===== config.mk =====
export PLATFORM = sky130hd
export DESIGN_NAME = mchan_pwm
export DESIGN_NICKNAME = d
export VERILOG_FILES = /design/src/rtl/pwm_pkg.sv /design/src/rtl/pwm_chan_regs.sv /design/src/rtl/pwm_chan_core.sv /design/src/rtl/mchan_pwm.sv
export SDC_FILE = /design/constraint.sdc
export NUM_CORES = 1
export LEC_CHECK = 0
export ABC_AREA = 1
export BUFFER_PORTS_ARGS = -buffer_cell sky130_fd_sc_hd__clkbuf_2
export CORE_ASPECT_RATIO = 1.75
export CORE_MARGIN = 2
export CORE_UTILIZATION = 25
export CTS_CLUSTER_DIAMETER = 150
export CTS_CLUSTER_SIZE = 40
export DETAILED_ROUTE_END_ITERATION = 8
export PLACE_DENSITY = 0.47
export SYNTH_ARGS = -nofsm -noshare
export SYNTH_HDL_FRONTEND = slang
export SYNTH_SLANG_ARGS = --single-unit

===== constraint.sdc =====
create_clock -name clk -period 2.7 [get_ports clk]
set_input_delay 0.27 -clock clk [delete_from_list [all_inputs] [get_ports clk]]
set_output_delay 0.27 -clock clk [all_outputs]
set_load 0.02 [all_outputs]

===== src/rtl/pwm_pkg.sv =====
package pwm_pkg;
  localparam logic [7:0] OFF_PRE  = 8'h00;
  localparam logic [7:0] OFF_MOD  = 8'h04;
  localparam logic [7:0] OFF_DUTY = 8'h08;
  localparam logic [7:0] OFF_EN   = 8'h18;

  typedef enum logic [2:0] {
    SEL_NONE,
    SEL_PRE,
    SEL_MOD,
    SEL_DUTY,
    SEL_EN
  } reg_sel_e;

  function automatic reg_sel_e decode_off(input logic [7:0] off);
    case (off)
      OFF_PRE:  return SEL_PRE;
      OFF_MOD:  return SEL_MOD;
      OFF_DUTY: return SEL_DUTY;
      OFF_EN:   return SEL_EN;
      default:  return SEL_NONE;
    endcase
  endfunction
endpackage


===== src/rtl/pwm_chan_regs.sv =====
module pwm_chan_regs
  import pwm_pkg::*;
#(
  parameter int DATA_W = 32,
  parameter int PRE_W  = 8,
  parameter int MOD_W  = 8,
  parameter int DUTY_W = 16
) (
  input  logic              clk,
  input  logic              rst_n,
  input  logic              wr,
  input  reg_sel_e          sel,
  input  logic [DATA_W-1:0] wdata,
  output logic [PRE_W-1:0]  pre_q,
  output logic [MOD_W-1:0]  mod_q,
  output logic [DUTY_W-1:0] duty_q,
  output logic              en_q,
  output logic              duty_wr,
  output logic              start
);
  logic wr_pre, wr_mod, wr_en_bit;

  assign wr_pre    = wr && (sel == SEL_PRE);
  assign wr_mod    = wr && (sel == SEL_MOD);
  assign duty_wr   = wr && (sel == SEL_DUTY);
  assign wr_en_bit = wr && (sel == SEL_EN);
  assign start     = wr_en_bit && wdata[0] && !en_q;

  always_ff @(posedge clk or negedge rst_n) begin
    if (!rst_n) begin
      pre_q  <= '0;
      mod_q  <= '0;
      duty_q <= '0;
      en_q   <= 1'b0;
    end else begin
      if (wr_pre)    pre_q  <= wdata[PRE_W-1:0];
      if (wr_mod)    mod_q  <= wdata[MOD_W-1:0];
      if (duty_wr)   duty_q <= wdata[DUTY_W-1:0];
      if (wr_en_bit) en_q   <= wdata[0];
    end
  end


  stage_write_only_chk: assert property (@(posedge clk) disable iff (!rst_n)
    !$stable(mod_q) |-> $past(wr && (sel == SEL_MOD)));


  duty_write_only_chk: assert property (@(posedge clk) disable iff (!rst_n)
    !$stable(duty_q) |-> $past(duty_wr));
endmodule


===== src/rtl/pwm_chan_core.sv =====
module pwm_chan_core #(
  parameter int PRE_W  = 8,
  parameter int MOD_W  = 8,
  parameter int DUTY_W = 16
) (
  input  logic              clk,
  input  logic              rst_n,
  input  logic              en,
  input  logic              start,
  input  logic              duty_wr,
  input  logic [PRE_W-1:0]  pre_in,
  input  logic [MOD_W-1:0]  mod_in,
  input  logic [DUTY_W-1:0] duty_in,
  output logic              out
);
  localparam int CMP_W = MOD_W + 1;

  logic [PRE_W-1:0]  pre_act, pcnt;
  logic [MOD_W-1:0]  mod_act, scnt;
  logic [DUTY_W-1:0] duty_act;
  logic              pending;
  logic              tick, wrap, load, commit;

  assign tick   = en && (pcnt == pre_act);
  assign wrap   = tick && ((CMP_W'(scnt) + CMP_W'(1)) >= CMP_W'(mod_act));
  assign load   = start || wrap;
  assign commit = load && pending;

  always_ff @(posedge clk or negedge rst_n) begin
    if (!rst_n) begin
      pcnt <= '0;
      scnt <= '0;
    end else if (!en) begin
      pcnt <= '0;
      scnt <= '0;
    end else if (tick) begin
      pcnt <= '0;
      scnt <= wrap ? '0 : scnt + 1'b1;
    end else begin
      pcnt <= pcnt + 1'b1;
    end
  end

  always_ff @(posedge clk or negedge rst_n) begin
    if (!rst_n) begin
      pre_act  <= '0;
      mod_act  <= '0;
      duty_act <= '0;
      pending  <= 1'b0;
    end else begin
      if (load) pre_act <= pre_in;
      if (commit) begin
        mod_act  <= mod_in;
        duty_act <= duty_in;
      end
      if (duty_wr)     pending <= 1'b1;
      else if (commit) pending <= 1'b0;
    end
  end

  assign out = en && (duty_act > DUTY_W'(scnt));


  cnt_idle_chk: assert property (@(posedge clk) disable iff (!rst_n)
    !en |=> (pcnt == '0 && scnt == '0));


  act_boundary_chk: assert property (@(posedge clk) disable iff (!rst_n)
    (!$stable(mod_act) || !$stable(duty_act)) |-> (pcnt == '0 && scnt == '0));


  step_range_chk: assert property (@(posedge clk) disable iff (!rst_n)
    (en && mod_act != '0) |-> (scnt < mod_act));


  pre_range_chk: assert property (@(posedge clk) disable iff (!rst_n)
    en |-> (pcnt <= pre_act));
endmodule


===== src/rtl/mchan_pwm.sv =====
module mchan_pwm
  import pwm_pkg::*;
#(
  parameter int NCH      = 4,
  parameter int ADDR_W   = 8,
  parameter int DATA_W   = 32,
  parameter int PRE_W    = 8,
  parameter int MOD_W    = 8,
  parameter int DUTY_W   = 16,
  parameter int CH_SHIFT = 5
) (
  input  logic              clk,
  input  logic              rst_n,
  input  logic              wr_en,
  input  logic              rd_en,
  input  logic [ADDR_W-1:0] addr,
  input  logic [DATA_W-1:0] wdata,
  output logic [DATA_W-1:0] rdata,
  output logic [NCH-1:0]    pwm_out
);
  localparam int CHW = (NCH > 1) ? $clog2(NCH) : 1;

  logic [CH_SHIFT-1:0] off;
  logic [CHW-1:0]      ch;
  logic                in_range;
  reg_sel_e            sel;
  logic [DATA_W-1:0]   rd_val;

  logic [PRE_W-1:0]  pre_a  [NCH];
  logic [MOD_W-1:0]  mod_a  [NCH];
  logic [DUTY_W-1:0] duty_a [NCH];
  logic              en_a   [NCH];

  assign off      = addr[CH_SHIFT-1:0];
  assign ch       = addr[CH_SHIFT+CHW-1:CH_SHIFT];
  assign in_range = ((addr >> (CH_SHIFT + CHW)) == '0) && (int'(ch) < NCH);
  assign sel      = in_range ? decode_off(8'(off)) : SEL_NONE;

  for (genvar i = 0; i < NCH; i++) begin : g_ch
    logic wr_i, duty_wr_i, start_i;
    assign wr_i = wr_en && (ch == CHW'(i)) && (sel != SEL_NONE);

    pwm_chan_regs #(
      .DATA_W(DATA_W), .PRE_W(PRE_W), .MOD_W(MOD_W), .DUTY_W(DUTY_W)
    ) regs_i (
      .clk(clk), .rst_n(rst_n), .wr(wr_i), .sel(sel), .wdata(wdata),
      .pre_q(pre_a[i]), .mod_q(mod_a[i]), .duty_q(duty_a[i]), .en_q(en_a[i]),
      .duty_wr(duty_wr_i), .start(start_i)
    );

    pwm_chan_core #(
      .PRE_W(PRE_W), .MOD_W(MOD_W), .DUTY_W(DUTY_W)
    ) core_i (
      .clk(clk), .rst_n(rst_n), .en(en_a[i]), .start(start_i),
      .duty_wr(duty_wr_i), .pre_in(pre_a[i]), .mod_in(mod_a[i]),
      .duty_in(duty_a[i]), .out(pwm_out[i])
    );
  end

  always_comb begin
    rd_val = '0;
    case (sel)
      SEL_PRE:  rd_val = DATA_W'(pre_a[ch]);
      SEL_MOD:  rd_val = DATA_W'(mod_a[ch]);
      SEL_DUTY: rd_val = DATA_W'(duty_a[ch]);
      SEL_EN:   rd_val = DATA_W'(en_a[ch]);
      default:  rd_val = '0;
    endcase
  end

  always_ff @(posedge clk or negedge rst_n) begin
    if (!rst_n)     rdata <= '0;
    else if (rd_en) rdata <= rd_val;
  end


  unmapped_read_zero_chk: assert property (@(posedge clk) disable iff (!rst_n)
    (rd_en && !in_range) |=> (rdata == '0));
endmodule


==> results of run 1 <==
[cell usage after synthesis (all sizes together) (11+ instances only)]
master | number | area [µm²]
nor3 | 21 | 105
xnor2 | 12 | 105
nand2 | 671 | 2600
a22oi | 11 | 82.6
a21oi | 50 | 250
o21ai | 189 | 950
ha | 72 | 901
nand4 | 15 | 109
nand3 | 183 | 956
dfrtp | 344 | 8610
clkbuf | 55 | 206
xor2 | 32 | 280
nor2 | 78 | 345
buf | 49 | 353
inv | 179 | 672
o22ai | 32 | 200
[placed cells by master (no fill, tap or decap), types with 10 or more instances in the layout]
| cell | Yosys | final |
|---|---|---|
| sky130_fd_sc_hd__nand3_2 | 8 | 63 |
| sky130_fd_sc_hd__xnor2_1 | 12 | 12 |
| sky130_fd_sc_hd__inv_1 | 175 | 163 |
| sky130_fd_sc_hd__nand4_1 | 14 | 14 |
| sky130_fd_sc_hd__nor2_1 | 61 | 55 |
| sky130_fd_sc_hd__nand2_2 | 1 | 59 |
| sky130_fd_sc_hd__xor2_1 | 32 | 29 |
| sky130_fd_sc_hd__dfrtp_1 | 344 | 344 |
| sky130_fd_sc_hd__nand2_8 | 0 | 10 |
| sky130_fd_sc_hd__clkbuf_2 | 0 | 43 |
| sky130_fd_sc_hd__o21ai_0 | 184 | 174 |
| sky130_fd_sc_hd__ha_1 | 72 | 55 |
| sky130_fd_sc_hd__nand2_1 | 659 | 582 |
| sky130_fd_sc_hd__clkbuf_16 | 0 | 22 |
| sky130_fd_sc_hd__nor3_1 | 21 | 16 |
| sky130_fd_sc_hd__buf_12 | 0 | 10 |
| sky130_fd_sc_hd__o22ai_1 | 32 | 32 |
| sky130_fd_sc_hd__o21ai_1 | 4 | 10 |
| sky130_fd_sc_hd__nor2_2 | 15 | 17 |
| sky130_fd_sc_hd__buf_4 | 28 | 75 |
| sky130_fd_sc_hd__a22oi_1 | 11 | 11 |
| sky130_fd_sc_hd__inv_2 | 4 | 16 |
| sky130_fd_sc_hd__conb_1 | 1 | 16 |
| sky130_fd_sc_hd__nand3_1 | 175 | 114 |
| sky130_fd_sc_hd__nand2_4 | 11 | 23 |
| sky130_fd_sc_hd__a21oi_1 | 50 | 47 |
| sky130_fd_sc_hd__ha_4 | 0 | 13 |
[per-stage QoR]
stage	area [µm²]	setup WS (ns)	utilization	total power, mW	hold WS [ns]
6_report	20600	-0.0346	0.302	10.8	0.0553
5_1_grt	20600	-0.168	0.302	11.3	0.0693
4_1_cts	19300	-0.0248	0.282	9.94	0.0413
2_1_floorplan	17200	0.178	-	6.51	-0.0256
3_5_place_dp	18700	-0.0648	0.274	7.33	0.324
3_3_place_gp	18700	-0.0238	0.274	7.32	0.322
[flip-flops by register name, summed over array words and instances, names as in the netlist]
register              flops
g_ch.regs_i.pre_q        32
g_ch.core_i.pcnt         32
g_ch.core_i.mod_act      32
g_ch.regs_i.en_q          4
rdata                    16
g_ch.core_i.pre_act      32
g_ch.core_i.scnt         32
g_ch.regs_i.mod_q        32
g_ch.regs_i.duty_q       64
g_ch.core_i.duty_act     64
g_ch.core_i.pending       4
[worst min-delay path: cells and delay by family]
kind,cells,cell delay (ns)
buffers and inverters,2,0.18
AO/OA/AOI/OAI,1,0.10
[area by class of cell]
cell class	count	share of cell area
Sequential cell	344	0.417
Multi-Input combinational cell	1446	0.412
Timing Repair Buffer	151	0.0670
Tap cell	903	0.0548
Inverter	179	0.0326
Clock buffer	13	0.0158
Clock inverter	1	0.000789
[cells by family after synthesis]
kind of cell / count (synthesis)
xor+xnor: 44
flops: 344
other cells: 1
buf+inv: 283
compound gates: 329
simple gates: 982
fa+ha+maj: 72
[power groups by stage]
stage	combinational, mW	sequential (mW)	clock, mW
global placement	1.93	5.38	0
detailed placement	1.95	5.39	0
CTS	1.99	5.29	2.66
finish	2.98	5.29	2.54
global route	3.16	5.30	2.80
floorplan	1.14	5.36	0
[worst paths after layout]
| check | end | slack [ns] | depth (start not counted) |
|---|---|---|---|
| max | g_ch[2].core_i.duty_act[9]$_DFFE_PN0P_ | -0.03 | 15 |
| min | g_ch[3].regs_i.duty_q[11]$_DFFE_PN0P_ | 0.06 | 3 |
| max reg2reg | g_ch[2].core_i.duty_act[9]$_DFFE_PN0P_ | -0.03 | 15 |
| min reg2reg | g_ch[1].core_i.mod_act[4]$_DFFE_PN0P_ | 0.49 | 2 |
| max in group asynchronous | g_ch[1].regs_i.duty_q[10]$_DFFE_PN0P_ | 1.55 | 3 |
| min in group asynchronous | g_ch[3].core_i.scnt[4]$_DFFE_PN0P_ | 0.28 | 2 |
[repair_timing]
| action | in CTS | in global routing |
|---|---|---|
| hold buffers | 1 | 0 |
| endpoints found under the hold margin | 67 | 0 |
| setup buffers | 4 | 19 |
| setup endpoints to repair | 90 | 132 |
| cloned | 0 | 14 |
| pin swaps | 8 | 93 |
| resized for setup | 23 | 242 |
[routing by layer]
metal  vias to the layer above  routed length [µm]  GRT usage
met5                         -                   0          0
met4                         0                2840     0.0624
met3                       113                1370    0.00723
met2                       287               30400      0.293
met1                      6929               19800      0.157
li1                       6861                   -          -
==> results.sh, run 1 <==
export IMPL_path_common_cell="sky130_fd_sc_hd__nor2_2"
export IMPL_violated_checks="setup timing"
export IMPL_crit_buf_inv=1
export IMPL_detail_route_wirelength_um=54500
export IMPL_cts_made_buffers=12
export IMPL_timing_setup_tns_ns=-0.293
export IMPL_nNetsFinal=2250
export IMPL_initialDrtViolationCount=897
export IMPL_clock_tree_buffer_depth=3
export IMPL_skew_pair_late_insertion_delay_ns=0.55
export IMPL_report_final_slew_viol_count=0
export IMPL_clockPowerShare=0.235
export IMPL_power_density_nw_per_um2=524
export IMPL_power_combinational_fraction=0.275
export IMPL_dominantRegCellSynth="sky130_fd_sc_hd__dfrtp_1"
export IMPL_netSwitchingPower_mw=3.61
export IMPL_detailed_place_hpwl_um=40200
export IMPL_critical_path_endpoint_type="register"
export IMPL_internal_power_mw=7.20
export IMPL_yosys_area_share_simple=0.245
export IMPL_drive_above_1_share=0.187
export IMPL_clock_tree_htree_level_count=1
export IMPL_post_drt_wl_per_cell_um=17.9
export IMPL_dieHeight_um=351
export IMPL_cts_tree="built"
export IMPL_detailedRoute_firstPassIterationCount=6
export IMPL_fp_dieW_um=202
export IMPL_all_layer_global_routing_usage=0.146
export IMPL_cts_clk_slew_worst_paths_ns=0.15
export IMPL_core_area_um2=68300
export IMPL_reg2reg_from="g_ch[2].core_i.scnt[1]$_DFFE_PN0P_"
export IMPL_area_of_combinational_cells_with_multiple_inputs_um2=8490
export IMPL_synthToLayoutAreaGrowth_pct=20.0
export IMPL_postRouteAntennaNets=0
export IMPL_antennaDiodeCount=0
export IMPL_synth_area_um2=17200
export IMPL_initial_utilization=0.252
export IMPL_xor_xnor_portion_of_the_synthesized_cell_area=0.0224
export IMPL_crit_path_cell_trace="ha_2 -> nand2_2 -> nor2_4 -> xor2_2 -> ha_1 -> a21o_1 -> nor2_2 -> nor2_2 -> nor2_2 -> nand3_2 -> nand2_4 -> nand2_8 -> clkbuf_16 -> nand3_2 -> nand2_1"
export IMPL_swShare=0.334
export IMPL_timing_hold_worst_class="primary input to register"
export IMPL_yosysWarningCount=0
export IMPL_register_area_um2=8610
export IMPL_finalCritPeriodShare=1.01
export IMPL_synth_enable_flop_cells=0
export IMPL_postSynth_asyncResetShare=1.00
export IMPL_yosysUniqueCellTypes=42
export IMPL_synth_compound_area_frac=0.108
export IMPL_grt_overflow_total=0
export IMPL_criticalPathCategory="register to register"
export IMPL_antenna_found_initial=0
export IMPL_synthesis_area_per_instance_um2=8.36
export IMPL_register_area_share_after_synthesis=0.501
export IMPL_adder_cell_area_share_of_the_yosys_netlist=0.0524
export IMPL_critical_path_startpoint="g_ch[2].core_i.scnt[1]$_DFFE_PN0P_"
export IMPL_dominant_combinational_cell_family_by_area_after_synthesis="simple AND/OR/NAND/NOR gates"
export IMPL_clock_fmax_mhz=366
export IMPL_row_count=127
export IMPL_numPlacedInstances=2986
export IMPL_rsz_0062_raised_after_global_routing="true"
export IMPL_number_of_instances_in_the_synthesized_netlist=2055
export IMPL_final_instance_count_excl_fill=3037
export IMPL_nFillCells=7383
export IMPL_static_leakage_power_nw=9.86
export IMPL_report_final_setup_viol=16
export IMPL_buffer_ports_inserted=47
export IMPL_final_hold_violation_count=0
export IMPL_vias_in_the_first_global_route=14000
export IMPL_remaining_drc_errors=0
export IMPL_max_stage_delay_ns=0.42
export IMPL_gp_congestion=0.896
export IMPL_vias_per_cell=4.67
export IMPL_grt_max_degree=81
export IMPL_hold_start="wdata[11]"
export IMPL_die_area_um2=71000
export IMPL_share_seq_of_total_power=0.489
export IMPL_critPathArrivalTime_ns=3.17
export IMPL_layout_min_cycle_time_ns=2.73
export IMPL_postLayoutSetupSlackWorst_ns=-0.0346
export IMPL_worst_max_slew_margin_expressed_relative_to_the_limit=0.314
export IMPL_critPathTopFamily="simple AND/OR/NAND/NOR gates"
export IMPL_irDropWorstVdd_mv=0.396
export IMPL_share_of_synthesized_area_spent_on_multiplexers=0
export IMPL_dr_total_vias=14200
export IMPL_global_route_wire_length_before_repair_um=80600
export IMPL_critical_path_max_fanout=8
export IMPL_crit_required_ns=3.13
export IMPL_slowest_stage="sky130_fd_sc_hd__dfrtp_1"
export IMPL_timing_worst_slew_pin_value_ns=1.02
export IMPL_status="finished, violations left"
export IMPL_max_cap_violations=0
export IMPL_timing_clock_skew_ns=0.0437
export IMPL_num_io_pins=80
export IMPL_cp_start_kind="register"
export IMPL_synth_seq_cells=344
export IMPL_cts_sinks=344
export IMPL_ctsRootBufferMaster="sky130_fd_sc_hd__clkbuf_16"
Note: power is estimated with default switching activity, not from simulation.
==> run 2, diff against run 1 <==
CORE_ASPECT_RATIO = not set   (was 1.75)
==> run 2 against run 1 <==
Against the previous run:
- the run now ends clean
- global-route usage down 1.1 points
- via count down 4.0%
- clock skew shrank 0.014 ns
- flip-flop and latch count did not move
- sequential share of layout area up 2.0 points
- die area decreased by 0.12%
- register-to-register slack better by 0.10 ns
- maximum frequency increased by 3.8%
- non-clock buffer count decreased by 18
- clock power barely moved
- hold slack gained 0.0048 ns
- utilization is 1.4 points lower
- largest cell class unchanged
- largest power group unchanged
==> results.sh, run 2 (synthesis gave the netlist of run 1 again) <==
export IMPL_drive_above_1_share=0.117
export IMPL_critPathCapture="g_ch[0].core_i.duty_act[15]$_DFFE_PN0P_"
export IMPL_postRouteAntennaNets=0
export IMPL_grt_overflow_total=0
export IMPL_detailed_place_hpwl_um=36000
export IMPL_vias_in_the_first_global_route=13300
export IMPL_buffer_ports_inserted=47
export IMPL_clock_tree_htree_level_count=1
export IMPL_detailedPlace_worstSlack_ns=-0.00934
export IMPL_critical_path_endpoint_type="register"
export IMPL_r2r_end="g_ch[0].core_i.duty_act[15]$_DFFE_PN0P_"
export IMPL_detail_route_wirelength_um=48700
export IMPL_final_common_cell="sky130_fd_sc_hd__nand2_1"
export IMPL_worst_max_slew_margin_expressed_relative_to_the_limit=0.468
export IMPL_initial_utilization=0.252
export IMPL_cp_start_kind="register"
export IMPL_power_combinational_fraction=0.232
export IMPL_rsz_0062_raised_after_global_routing="true"
export IMPL_critical_path_max_fanout=7
export IMPL_registers_with_the_most_flip_flops="g_ch.core_i.duty_act (64), g_ch.regs_i.duty_q (64)"
export IMPL_num_io_pins=80
export IMPL_detailedRoute_firstPassIterationCount=5
export IMPL_die_area_um2=70900
export IMPL_share_seq_of_total_power=0.521
export IMPL_irDropWorstVdd_mv=0.391
export IMPL_all_layer_global_routing_usage=0.135
export IMPL_row_count=96
export IMPL_crit_required_ns=3.13
export IMPL_final_hold_violation_count=0
export IMPL_clock_tree_buffer_depth=3
export IMPL_netSwitchingPower_mw=3.22
export IMPL_timing_setup_tns_ns=0
export IMPL_clock_fmax_mhz=380
export IMPL_worst_r2r_setup_slack_ns=0.07
export IMPL_fp_dieW_um=266
export IMPL_global_route_wire_length_before_repair_um=76300
export IMPL_synthToLayoutAreaGrowth_pct=14.5
export IMPL_finalCritPeriodShare=0.976
export IMPL_gp_congestion=0.912
export IMPL_cts_tree="built"
export IMPL_power_density_nw_per_um2=516
export IMPL_final_instance_count_excl_fill=2997
export IMPL_dieHeight_um=266
export IMPL_clockPowerShare=0.247
export IMPL_dr_total_vias=13600
export IMPL_ctsRootBufferMaster="sky130_fd_sc_hd__clkbuf_16"
export IMPL_timing_clock_skew_ns=0.0294
export IMPL_core_area_um2=68300
export IMPL_initialDrtViolationCount=943
export IMPL_reg2reg_from="g_ch[0].core_i.scnt[0]$_DFFE_PN0P_"
export IMPL_critical_path_startpoint="g_ch[0].core_i.scnt[0]$_DFFE_PN0P_"
export IMPL_cts_clk_slew_worst_paths_ns=0.15
export IMPL_post_drt_wl_per_cell_um=16.2
export IMPL_most_common_layout_cells="656 x sky130_fd_sc_hd__nand2_1, 344 x sky130_fd_sc_hd__dfrtp_1, 183 x sky130_fd_sc_hd__o21ai_0, 173 x sky130_fd_sc_hd__inv_1, 154 x sky130_fd_sc_hd__nand3_1"
export IMPL_static_leakage_power_nw=9.59
export IMPL_max_cap_violations=0
export IMPL_cts_sinks=344
export IMPL_timing_hold_worst_class="primary input to register"
export IMPL_antenna_found_initial=0
export IMPL_swShare=0.317
export IMPL_power_total_mw=10.2
export IMPL_skew_pair_late_insertion_delay_ns=0.54
export IMPL_timing_hold_ws_ns=0.0601
export IMPL_internal_power_mw=6.94
export IMPL_remaining_drc_errors=0
export IMPL_report_final_slew_viol_count=0
export IMPL_reg2reg_depth=18
export IMPL_report_final_setup_viol=0
export IMPL_cts_made_buffers=12
export IMPL_grt_max_degree=83
export IMPL_nNetsFinal=2231
export IMPL_layout_min_cycle_time_ns=2.63
export IMPL_vias_per_cell=4.54
export IMPL_antennaDiodeCount=0
export IMPL_criticalPathCategory="register to register"
export IMPL_critPathArrivalTime_ns=3.06
export IMPL_status="completed"
export IMPL_timing_worst_slew_pin_value_ns=0.791
export IMPL_numPlacedInstances=2955
export IMPL_postLayoutSetupSlackWorst_ns=0.0657
[run 2: cell types whose count changed in the layout (fill, tap and decap cells not counted), moves of 18 or more]
cell	delta
sky130_fd_sc_hd__nand3_2	-36
sky130_fd_sc_hd__nand3_1	+40
sky130_fd_sc_hd__nand2_1	+74
sky130_fd_sc_hd__nand2_2	-56
sky130_fd_sc_hd__nand2_4	-18
[run 2: power by group through the flow]
| stage | sequential [mW] | clock (mW) | combinational, mW |
|---|---|---|---|
| 2_1_floorplan | 5.36 | 0 | 1.14 |
| 3_3_place_gp | 5.38 | 0 | 1.79 |
| 3_5_place_dp | 5.38 | 0 | 1.82 |
| 4_1_cts | 5.29 | 2.63 | 1.83 |
| 5_1_grt | 5.30 | 2.77 | 2.58 |
| 6_report | 5.29 | 2.51 | 2.35 |
[run 2: per-stage QoR]
step	instance area, µm²	util
final	19700	0.288
after global routing	19700	0.288
after CTS	19000	0.277
after detailed placement	18600	0.272
after global placement	18600	0.272
after floorplan	17200	-
[run 2: routing by layer]
layer / share of wire / vias to the layer above / routed length [µm] / GRT usage
met1: 0.48 / 6523 / 23200 / 0.187
met3: 0.030 / 43 / 1480 / 0.00998
met2: 0.47 / 240 / 22900 / 0.227
met5: 0 / - / 0 / 0
met4: 0.024 / 0 / 1170 / 0.0380
li1: - / 6810 / - / -
[run 2: layout make-up]
cell class,count,area (µm²)
timing repair buffer,133,1090
fill,7206,48700
clock buffer,13,325
sequential,344,8610
inverter,179,672
tap,882,1100
clock inverter,1,16.3
multi-input combinational,1445,7860
[run 2: critical path: stages, from the launching register on]
cell and delay [ns]:
sky130_fd_sc_hd__dfrtp_1 0.41, sky130_fd_sc_hd__buf_6 0.12, sky130_fd_sc_hd__nand4_1 0.18, sky130_fd_sc_hd__buf_4 0.20, sky130_fd_sc_hd__o21ai_0 0.15, sky130_fd_sc_hd__o21ai_0 0.11, sky130_fd_sc_hd__inv_1 0.10, sky130_fd_sc_hd__ha_1 0.25
sky130_fd_sc_hd__nand2_1 0.07, sky130_fd_sc_hd__inv_1 0.04, sky130_fd_sc_hd__nand3_2 0.08, sky130_fd_sc_hd__nor2_2 0.04, sky130_fd_sc_hd__nor2_2 0.11, sky130_fd_sc_hd__nand3_2 0.11, sky130_fd_sc_hd__nand2_4 0.11, sky130_fd_sc_hd__nand2_8 0.12
sky130_fd_sc_hd__clkbuf_16 0.20, sky130_fd_sc_hd__nand3_1 0.07, sky130_fd_sc_hd__nand2_1 0.05
[run 2: worst min-delay path by stage]
stage                   start                                     end  slack, ns  cells after the start
floorplan               rst_n  g_ch[0].core_i.duty_act[0]$_DFFE_PN0P_      -0.03                      0
global placement        rst_n      g_ch[2].core_i.scnt[0]$_DFFE_PN0P_       0.33                      1
detailed placement      rst_n      g_ch[2].core_i.scnt[3]$_DFFE_PN0P_       0.33                      1
CTS                 wdata[12]   g_ch[3].regs_i.duty_q[12]$_DFFE_PN0P_       0.04                      3
global route        wdata[12]   g_ch[2].regs_i.duty_q[12]$_DFFE_PN0P_       0.07                      3
finish              wdata[12]   g_ch[2].regs_i.duty_q[12]$_DFFE_PN0P_       0.06                      3
[run 2: repair_timing]
item                                    in CTS  in global routing
hold buffers                                 1                  0
endpoints found under the setup margin      29                133
resized for setup                            7                 89
endpoints found under the hold margin       74                  0
cloned                                       0                  6
setup buffers                                0                 21
pin swaps                                    2                 33
==> run 3, diff against run 2 <==
CORE_UTILIZATION = 55   (was 25)
PLACE_DENSITY = 0.81   (was 0.47)
RECOVER_POWER = 25   (was not set)
==> run 3 against run 2 <==
Against the previous run:
- combinational power is 30% higher
- sequential power about the same
- sequential share of layout area grew 0.17 points
- critical path type unchanged
- register-to-register slack worse by 0.10 ns
- setup slack worse by 0.10 ns
- first-iteration DRC count grew 51%
- cell area decreased by 0.37%
- largest cell class unchanged
- the flow now finishes with violations (setup timing)
- total power up 6.2%
==> results.sh, run 3 (synthesis gave the netlist of run 1 again) <==
export IMPL_irDropWorstVdd_mv=0.479
export IMPL_timing_clock_skew_ns=0.0342
export IMPL_cts_made_buffers=12
export IMPL_static_leakage_power_nw=9.74
export IMPL_crit_buf_inv=2
export IMPL_vias_in_the_first_global_route=13300
export IMPL_power_density_nw_per_um2=550
export IMPL_criticalPathCategory="register to register"
export IMPL_cts_tree="built"
export IMPL_crit_path_cell_trace="buf_6 -> ha_4 -> nand2_4 -> nor2_4 -> nand3_2 -> xor2_2 -> ha_1 -> buf_4 -> nand2_1 -> nor2_1 -> nand4_1 -> nand3_2 -> nand2_4 -> nand2_8 -> nand2_8 -> nand2_1 -> nand2_1"
export IMPL_row_count=64
export IMPL_dieHeight_um=181
export IMPL_path_common_cell="sky130_fd_sc_hd__nand2_1"
export IMPL_clockPowerShare=0.226
export IMPL_detailedPlace_worstSlack_ns=-0.0641
export IMPL_registers_with_the_most_flip_flops="g_ch.core_i.duty_act (64), g_ch.regs_i.duty_q (64)"
export IMPL_buffer_ports_inserted=47
export IMPL_power_total_mw=10.8
export IMPL_share_seq_of_total_power=0.490
export IMPL_ctsRootBufferMaster="sky130_fd_sc_hd__clkbuf_16"
export IMPL_most_common_layout_cells="623 x sky130_fd_sc_hd__nand2_1, 343 x sky130_fd_sc_hd__dfrtp_1, 178 x sky130_fd_sc_hd__o21ai_0, 166 x sky130_fd_sc_hd__inv_1, 124 x sky130_fd_sc_hd__nand3_1"
export IMPL_cp_start_kind="register"
export IMPL_swShare=0.323
export IMPL_remaining_drc_errors=0
export IMPL_grt_max_degree=96
export IMPL_area_of_combinational_cells_with_multiple_inputs_um2=8340
export IMPL_post_drt_wl_per_cell_um=18.3
export IMPL_fp_dieW_um=181
export IMPL_layout_min_cycle_time_ns=2.74
export IMPL_slowest_stage="sky130_fd_sc_hd__dfrtp_1"
export IMPL_critPathArrivalTime_ns=3.16
export IMPL_global_route_wire_length_before_repair_um=68300
export IMPL_drive_above_1_share=0.155
export IMPL_nNetsFinal=2241
export IMPL_clock_tree_htree_level_count=1
export IMPL_cts_sinks=344
export IMPL_register_area_um2=8610
export IMPL_timing_worst_slew_pin_value_ns=1.47
export IMPL_status="finished, violations left"
export IMPL_critical_path_max_fanout=6
export IMPL_clock_fmax_mhz=365
export IMPL_core_area_um2=30700
export IMPL_clock_tree_buffer_depth=3
export IMPL_final_common_cell="sky130_fd_sc_hd__nand2_1"
export IMPL_num_io_pins=80
export IMPL_max_stage_delay_ns=0.40
export IMPL_critPathTopFamily="simple AND/OR/NAND/NOR gates"
export IMPL_timing_hold_worst_class="primary input to register"
export IMPL_finalCritPeriodShare=1.01
export IMPL_violated_checks="setup timing"
export IMPL_nFillCells=2365
export IMPL_detailed_place_hpwl_um=31000
export IMPL_report_final_setup_viol=6
export IMPL_worst_max_slew_margin_expressed_relative_to_the_limit=0.0207
export IMPL_detail_route_wirelength_um=46100
export IMPL_power_combinational_fraction=0.284
export IMPL_vias_per_cell=5.77
export IMPL_postLayoutSetupSlackWorst_ns=-0.0373
export IMPL_netSwitchingPower_mw=3.49
export IMPL_gp_congestion=1.01
export IMPL_all_layer_global_routing_usage=0.255
export IMPL_grt_overflow_total=0
export IMPL_cts_clk_slew_worst_paths_ns=0.14
export IMPL_initial_utilization=0.560
export IMPL_critical_path_endpoint_type="register"
export IMPL_synthToLayoutAreaGrowth_pct=14.1
export IMPL_crit_required_ns=3.12
export IMPL_postRouteAntennaNets=0
export IMPL_initialDrtViolationCount=1426
export IMPL_internal_power_mw=7.30
export IMPL_antenna_found_initial=0
export IMPL_rsz_0062_raised_after_global_routing="true"
export IMPL_worst_r2r_setup_slack_ns=-0.04
export IMPL_report_final_slew_viol_count=0
export IMPL_skew_pair_late_insertion_delay_ns=0.52
export IMPL_max_cap_violations=0
export IMPL_die_area_um2=32700
export IMPL_dr_total_vias=14600
export IMPL_final_hold_violation_count=0
export IMPL_detailedRoute_firstPassIterationCount=5
run 3: final cells by class:
type                    instances  share of cell area
multi-input cells            1455               0.425
well taps                     396              0.0253
inverters                     179              0.0343
repair buffers                133              0.0585
clock inverters                 1            0.000830
diodes                          1            0.000128
flip-flops and latches        344               0.439
clock buffers                  13              0.0166
run 3: through the flow:
step                       util  TNS, ns  instances  hold WS (ns)  area [µm²]
after floorplan               -        0       2070       -0.0256       17200
after global placement    0.580        0       2446         0.213       17800
after detailed placement  0.580    -1.32       2446         0.218       17800
after CTS                 0.595        0       2468        0.0764       18200
after global routing      0.639   -12.72       2521        0.0847       19600
final                     0.639  -0.0718       2522        0.0844       19600
run 3: power groups by stage:
stage / clock (mW) / combinational, mW / sequential (mW)
after CTS: 2.45 / 1.73 / 5.28
after global placement: 0 / 1.62 / 5.38
after global routing: 2.63 / 3.22 / 5.30
after detailed placement: 0 / 1.67 / 5.38
final: 2.43 / 3.06 / 5.29
after floorplan: 0 / 1.14 / 5.36
run 3: worst paths after layout:
kind,startpoint,end,cells after the start
setup / recovery,g_ch[0].core_i.scnt[1]$_DFFE_PN0P_,g_ch[0].core_i.mod_act[1]$_DFFE_PN0P_,17
hold / removal,wdata[12],g_ch[0].regs_i.duty_q[12]$_DFFE_PN0P_,3
setup reg to reg,g_ch[0].core_i.scnt[1]$_DFFE_PN0P_,g_ch[0].core_i.mod_act[1]$_DFFE_PN0P_,17
hold reg to reg,g_ch[3].core_i.mod_act[4]$_DFFE_PN0P_,g_ch[3].core_i.mod_act[4]$_DFFE_PN0P_,2
max in group asynchronous,rst_n,g_ch[3].core_i.pcnt[5]$_DFF_PN0_,3
min in group asynchronous,rst_n,g_ch[2].core_i.scnt[4]$_DFFE_PN0P_,2
run 3: worst reg2reg max path: stages (launching register included):
cell                      delay [ns]
sky130_fd_sc_hd__dfrtp_1        0.40
sky130_fd_sc_hd__buf_6          0.11
sky130_fd_sc_hd__ha_4           0.14
sky130_fd_sc_hd__nand2_4        0.05
sky130_fd_sc_hd__nor2_4         0.17
sky130_fd_sc_hd__nand3_2        0.10
sky130_fd_sc_hd__xor2_2         0.17
sky130_fd_sc_hd__ha_1           0.35
sky130_fd_sc_hd__buf_4          0.12
sky130_fd_sc_hd__nand2_1        0.05
sky130_fd_sc_hd__nor2_1         0.10
sky130_fd_sc_hd__nand4_1        0.13
sky130_fd_sc_hd__nand3_2        0.13
sky130_fd_sc_hd__nand2_4        0.11
sky130_fd_sc_hd__nand2_8        0.20
sky130_fd_sc_hd__nand2_8        0.09
sky130_fd_sc_hd__nand2_1        0.14
sky130_fd_sc_hd__nand2_1        0.08
run 3: per-layer routing:
metal	track usage	part of all wire
met2	0.412	0.47
met1	0.364	0.43
met4	0.0829	0.035
met3	0.0282	0.066
met5	0	0
run 3: what timing repair did:
item | in CTS | in global routing
pin swaps | 1 | 91
hold endpoints to repair | 48 | 0
endpoints found under the setup margin | 90 | 142
setup buffers | 7 | 32
resized for setup | 11 | 191
hold buffers | 1 | 0
cloned | 0 | 22
